File: config.mk
export PLATFORM = sky130hd
export DESIGN_NAME = seclvl_guard
export DESIGN_NICKNAME = d
export VERILOG_FILES = /design/src/rtl/seclvl_pkg.sv /design/src/rtl/seclvl_store.sv /design/src/rtl/seclvl_policy.sv /design/src/rtl/seclvl_guard.sv
export SDC_FILE = /design/constraint.sdc
export NUM_CORES = 1
export LEC_CHECK = 0
export BUFFER_PORTS_ARGS = -buffer_cell sky130_fd_sc_hd__buf_2
export CAP_MARGIN = 40
export CORE_ASPECT_RATIO = 1.2
export CORE_MARGIN = 5
export CORE_UTILIZATION = 25
export DETAILED_ROUTE_END_ITERATION = 12
export PLACE_DENSITY = 0.6
export SYNTH_ARGS = -nofsm -noshare
export SYNTH_HDL_FRONTEND = slang
export SYNTH_HIERARCHICAL = 1
export SYNTH_SLANG_ARGS = --single-unit
File: constraint.sdc
create_clock -name clk -period 4.2 [get_ports clk]
set_input_delay 0.42 -clock clk [delete_from_list [all_inputs] [get_ports clk]]
set_output_delay 0.42 -clock clk [all_outputs]
set_load 0.05 [all_outputs]
File: src/rtl/seclvl_pkg.sv
// Shared types for the security level controller.
// Assumes the level is stored as a strength rank; codes exist only at the edge.
package seclvl_pkg;

    typedef enum logic [1:0] {
        RANK_OPEN  = 2'd0,
        RANK_WLOCK = 2'd1,
        RANK_RWLOCK = 2'd2
    } rank_t;

    typedef enum logic [1:0] {
        RG_FLASH = 2'd0,
        RG_BOOTCFG = 2'd1,
        RG_SECBYTE = 2'd2,
        RG_INFO = 2'd3
    } region_t;

    typedef enum logic [1:0] {
        AK_READ = 2'd0,
        AK_WRITE = 2'd1,
        AK_BERASE = 2'd2,
        AK_BLANK = 2'd3
    } kind_t;

    localparam int CODE_W = 8;
    localparam logic [CODE_W-1:0] CODE_OPEN   = 8'hFF;
    localparam logic [CODE_W-1:0] CODE_WLOCK  = 8'hFE;
    localparam logic [CODE_W-1:0] CODE_RWLOCK = 8'hFC;

    // Map a rank to its external code.
    function automatic logic [CODE_W-1:0] rank_to_code(rank_t r);
        case (r)
            RANK_OPEN:  return CODE_OPEN;
            RANK_WLOCK: return CODE_WLOCK;
            default:    return CODE_RWLOCK;
        endcase
    endfunction

endpackage

File: src/rtl/seclvl_store.sv
// Level register with one-way update.
// Accepts a level write only if it is a legal code and strictly stronger.
// An erase strobe forces the open rank and takes priority over a write.
// Assumes at most one level write per cycle.
module seclvl_store
    import seclvl_pkg::*;
(
    input  logic              clk,
    input  logic              rst_n,
    input  logic              wr_valid,
    input  logic [CODE_W-1:0] wr_code,
    input  logic              erase,
    output rank_t             rank,
    output logic              wr_ok
);
    rank_t req_rank;
    logic  req_legal;
    logic  past_ok;

    // Decode the requested code into a rank and flag illegal codes.
    always_comb begin
        req_legal = 1'b1;
        case (wr_code)
            CODE_OPEN:   req_rank = RANK_OPEN;
            CODE_WLOCK:  req_rank = RANK_WLOCK;
            CODE_RWLOCK: req_rank = RANK_RWLOCK;
            default: begin
                req_rank  = RANK_OPEN;
                req_legal = 1'b0;
            end
        endcase
    end

    // Decide whether this cycle's write is accepted.
    always_comb wr_ok = wr_valid && req_legal && !erase && (req_rank > rank);

    // Hold the rank; erase reopens, accepted writes raise.
    always_ff @(posedge clk) begin
        if (!rst_n)     rank <= RANK_RWLOCK;
        else if (erase) rank <= RANK_OPEN;
        else if (wr_ok) rank <= req_rank;
    end

    // Mark cycles whose previous cycle was already out of reset.
    always_ff @(posedge clk) begin
        if (!rst_n) past_ok <= 1'b0;
        else        past_ok <= 1'b1;
    end

    p_monotonic_r2: assert property (@(posedge clk) disable iff (!rst_n)
        past_ok && !$past(erase) |-> rank >= $past(rank));
    p_erase_opens_r3: assert property (@(posedge clk) disable iff (!rst_n)
        past_ok && $past(erase) |-> rank == RANK_OPEN);
    p_rank_legal_r2: assert property (@(posedge clk) disable iff (!rst_n)
        rank != 2'd3);
endmodule

File: src/rtl/seclvl_policy.sv
// Combinational access policy: region, kind and current rank -> permit.
// Assumes the rank passed in is the registered (pre-update) level.
module seclvl_policy
    import seclvl_pkg::*;
(
    input  rank_t   rank,
    input  region_t region,
    input  kind_t   kind,
    output logic    permit
);
    logic open_lvl;
    logic readable;

    // Derive the two level conditions the rules depend on.
    always_comb begin
        open_lvl = (rank == RANK_OPEN);
        readable = (rank != RANK_RWLOCK);
    end

    // Apply the per-region rule table.
    always_comb begin
        permit = 1'b0;
        case (region)
            RG_FLASH: begin
                case (kind)
                    AK_READ:   permit = readable;
                    AK_WRITE:  permit = open_lvl;
                    AK_BERASE: permit = open_lvl;
                    default:   permit = 1'b1;
                endcase
            end
            RG_BOOTCFG: begin
                case (kind)
                    AK_READ:  permit = readable;
                    AK_WRITE: permit = open_lvl;
                    default:  permit = 1'b0;
                endcase
            end
            default: permit = (kind == AK_READ);
        endcase
    end
endmodule

File: src/rtl/seclvl_guard.sv
// Top of the security level controller.
// Judges access requests against the held level and registers one-cycle
// grant/deny answers; forwards level writes and erase to the store.
// Assumes inputs are synchronous to clk.
module seclvl_guard
    import seclvl_pkg::*;
(
    input  logic              clk,
    input  logic              rst_n,
    input  logic              req_valid,
    input  logic [1:0]        req_region,
    input  logic [1:0]        req_kind,
    input  logic              lvl_wr_valid,
    input  logic [CODE_W-1:0] lvl_wr_code,
    input  logic              chip_erase,
    output logic              acc_grant,
    output logic              acc_deny,
    output logic              lvl_grant,
    output logic              lvl_deny,
    output logic [CODE_W-1:0] level_code
);
    rank_t cur_rank;
    logic  wr_ok;
    logic  permit;
    logic  past_ok;

    seclvl_store u_store (
        .clk      (clk),
        .rst_n    (rst_n),
        .wr_valid (lvl_wr_valid),
        .wr_code  (lvl_wr_code),
        .erase    (chip_erase),
        .rank     (cur_rank),
        .wr_ok    (wr_ok)
    );

    seclvl_policy u_policy (
        .rank   (cur_rank),
        .region (region_t'(req_region)),
        .kind   (kind_t'(req_kind)),
        .permit (permit)
    );

    // Register the answers for both request ports.
    always_ff @(posedge clk) begin
        if (!rst_n) begin
            acc_grant <= 1'b0;
            acc_deny  <= 1'b0;
            lvl_grant <= 1'b0;
            lvl_deny  <= 1'b0;
        end else begin
            acc_grant <= req_valid && permit;
            acc_deny  <= req_valid && !permit;
            lvl_grant <= lvl_wr_valid && wr_ok;
            lvl_deny  <= lvl_wr_valid && !wr_ok;
        end
    end

    // Present the level as its external code.
    always_comb level_code = rank_to_code(cur_rank);

    // Track that the previous cycle was out of reset.
    always_ff @(posedge clk) begin
        if (!rst_n) past_ok <= 1'b0;
        else        past_ok <= 1'b1;
    end

    p_one_answer_r9: assert property (@(posedge clk) disable iff (!rst_n)
        past_ok |-> (acc_grant || acc_deny) == $past(req_valid));
    p_berase_open_r6: assert property (@(posedge clk) disable iff (!rst_n)
        past_ok && acc_grant && $past(req_kind) == 2'd2 |-> $past(level_code) == CODE_OPEN);
    p_info_no_write_r8: assert property (@(posedge clk) disable iff (!rst_n)
        past_ok && $past(req_valid) && $past(req_region) >= 2'd2 && $past(req_kind) != 2'd0
        |-> acc_deny);
    p_rdlock_r4: assert property (@(posedge clk) disable iff (!rst_n)
        past_ok && $past(req_valid) && $past(req_region) <= 2'd1 && $past(req_kind) == 2'd0
        && $past(level_code) == CODE_RWLOCK |-> acc_deny);
    p_lvl_deny_hold_r2: assert property (@(posedge clk) disable iff (!rst_n)
        past_ok && lvl_deny && !$past(chip_erase) |-> $stable(level_code));
endmodule

==> impl_metrics.json <==
{
  "clock_tree.root_cell": "clkbuf_4",
  "antenna_left": 0,
  "synth_edf_count": 0,
  "power.total_mw": 0.164,
  "worstSetupPathDepth": 9,
  "tritoncts": "done",
  "final_nets": 103,
  "drv_slew": 0,
  "post-route-util_pct": 33.8,
  "initial_core_util_pct": 26.9,
  "track_usage_pct": 6.55,
  "yosysUniqueCellTypes": 25,
  "syn_area_um2": 503,
  "endpoint": "lvl_deny",
  "cellLeakagePower_nw": 0.331,
  "synth_top_family_by_area": "simple AND/OR/NAND/NOR gates",
  "setup_ws_ns": 2.11,
  "place_hpwl_um": 860,
  "worstPathArrival_ns": 2.22,
  "clk_latency_ns": 0.24,
  "powerDensity_mw_per_mm2": 259,
  "io_buffers": 22,
  "synth_xor_area_share_pct": 0,
  "synth_adder_area_share_pct": 12.4,
  "grt_pass1_vias": 412,
  "overflow": 0,
  "yosys-top-cells-count": "buf_4, dfxtp_1, inv_1",
  "path_buf_inv": 1,
  "rsz0062_at_grt": "no",
  "synth_compound_area_share_pct": 18.9,
  "via_per_inst": 4.54,
  "numCtsBuffers": 3,
  "grt_max_degree": 8,
  "totalWireLength_um": 981,
  "pre_cts_slack_ns": 1.84,
  "hold_path_class": "in2reg",
  "synth_top_area_cell": "dfxtp_1",
  "timing.final.crit_share_pct": 49.7,
  "final_layout_size_suffix_gt1_share_pct": 40.5,
  "avgRoutedWirePerCell_um": 10.0,
  "postCtsHoldBufs": 0,
  "die_w_um": 50.9,
  "r2r-start": "u_store/rank[1]",
  "gp_congestion": 0.757,
  "drtPass1Iterations": 2,
  "ys_seq_elements": 6,
  "path_max_fanout": 4,
  "cts_sinks": 6,
  "synth_area_leaders": "dfxtp_1, ha_1, buf_4, a2111oi_4, o2111ai_4",
  "criticalPathCategory": "in2reg",
  "setup_viol": 0,
  "r2r_slack_ns": 2.46,
  "netlist.area_leader.share_pct": 23.9,
  "cts.clk_slew.worst_paths_ns": 0.04,
  "syn_area_per_cell_um2": 9.15,
  "peakVddDrop_mv": 0.0788,
  "ff2ff_path_depth": 6,
  "synthSimpleGateAreaFrac_pct": 30.6,
  "syn-instance-count": 55,
  "worstHoldPathCells": 2,
  "finalHoldViolCount": 0,
  "drc_errors": 0,
  "layout_min_cycle_time_ns": 2.09,
  "clock_skew_ns": 0.000301,
  "cts_buffer_depth": 2,
  "ios": 29,
  "status": "completed",
  "rr_endpoint": "lvl_deny",
  "dieHeight_um": 59.1,
  "max_freq_mhz": 479,
  "core_area_mm2": 0.00187,
  "max-cap-violations": 0,
  "synthMuxAreaShare_pct": 0,
  "synthToLayoutAreaGrowth_pct": 25.9,
  "diodes": 0,
  "synth_warnings": 6,
  "antenna_found_initial": 0,
  "row_count": 17,
  "fin_tns_setup_ns": 0,
  "dieArea_mm2": 0.00301,
  "critPathRequiredTime_ns": 4.33,
  "ys.flop_type": "dfxtp_1",
  "slowest_delay_ns": 0.39,
  "crit_family": "simple AND/OR/NAND/NOR gates",
  "grt_pass1_wl_um": 1500,
  "slowest_stage": "a2111oi_4",
  "postSynth.asyncResetShare_pct": 0,
  "drt_iter0_drc": 3,
  "min-delay-start": "req_valid",
  "vias": 445,
  "post-cts-setup-buffers": 0,
  "cts_max_level": 1,
  "worstPathCellList": "buf_2 -> nand4_2 -> or2_1 -> nor3_1 -> ha_1 -> nand2_1 -> o2111ai_4 -> a2111oi_4 -> and3b_1",
  "seq_area_frac_synth_pct": 23.9,
  "worst_setup_path_end_kind": "flop",
  "cts_resized": 0,
  "worstSetupStartpoint": "lvl_wr_code[5]",
  "start_kind": "input pin"
}
-- registers in the layout (all words and copies together) (netlist names) --
signal and cells:
lvl_deny 1, acc_deny 1, u_store/rank 2, lvl_grant 1, acc_grant 1
-- worst min path at each step --
| stage | to | slack [ns] |
|---|---|---|
| 6_report | acc_deny | 0.43 |
| 5_1_grt | acc_deny | 0.44 |
| 4_1_cts | acc_deny | 0.42 |
| 3_5_place_dp | u_store/rank[0] | 0.54 |
| 3_3_place_gp | u_store/rank[0] | 0.53 |
| 2_1_floorplan | u_store/rank[0] | 0.48 |
-- worst reg2reg max path, cell delays in order, from the launching register on --
cell	delay (ns)
dfxtp_1	0.36
inv_1	0.07
ha_1	0.29
nor2b_4	0.16
o2111ai_4	0.15
a2111oi_4	0.39
and3b_1	0.22
-- logic make-up after synthesis --
group	count (synthesis)
fa+ha+maj	5
compound gates	7
other cells	1
simple gates	24
flops	6
buf+inv	12
-- power breakdown --
group | switching [mW] | internal (mW) | leakage, nW | total, mW
sequential | 0.000861 | 0.0594 | 0.0493 | 0.0602
clock | 0.0189 | 0.0322 | 0.0138 | 0.0510
combinational | 0.0368 | 0.0159 | 0.268 | 0.0527
total | 0.0566 | 0.107 | 0.331 | 0.164
-- per-layer routing --
| metal | global-route usage, % | vias to the layer above | share of wire (%) |
|---|---|---|---|
| met4 | 5.47 | 0 | 0.82 |
| met2 | 10.3 | 24 | 44 |
| met5 | 0 | - | 0 |
| li1 | - | 224 | - |
| met3 | 2.52 | 2 | 15 |
| met1 | 6.76 | 195 | 40 |
-- cell type report --
type	count	area [um^2]
Sequential cell	6	120
Tap cell	19	23.8
Timing Repair Buffer	22	110
Multi-Input combinational cell	42	334
Inverter	6	22.5
Fill cell	204	1240
Clock buffer	3	22.5
-- through the flow --
stage	cells	hold slack [ns]	area [um^2]
finish	98	0.428	633
global route	98	0.437	633
CTS	98	0.421	633
detailed placement	95	0.539	611
global placement	95	0.531	611
floorplan	60	0.481	522
-- layout by cell type (no fill, tap or decap) --
cell type,n
dfxtp_1,6
o32a_1,1
conb_1,6
o21ai_0,1
o21a_1,1
or2_1,1
a2111oi_4,1
nand4b_1,1
nor2b_4,1
o21ai_2,1
inv_1,6
clkbuf_4,3
o2111ai_4,1
ha_1,5
nand3_1,1
nor3_1,3
nor2_1,4
nand4_2,1
and3b_1,2
nor2b_1,1
nand2b_4,1
nor2b_2,1
and3_1,2
a2111oi_1,1
buf_2,22
nand2_1,5
Power figures use the tool's default switching activity.
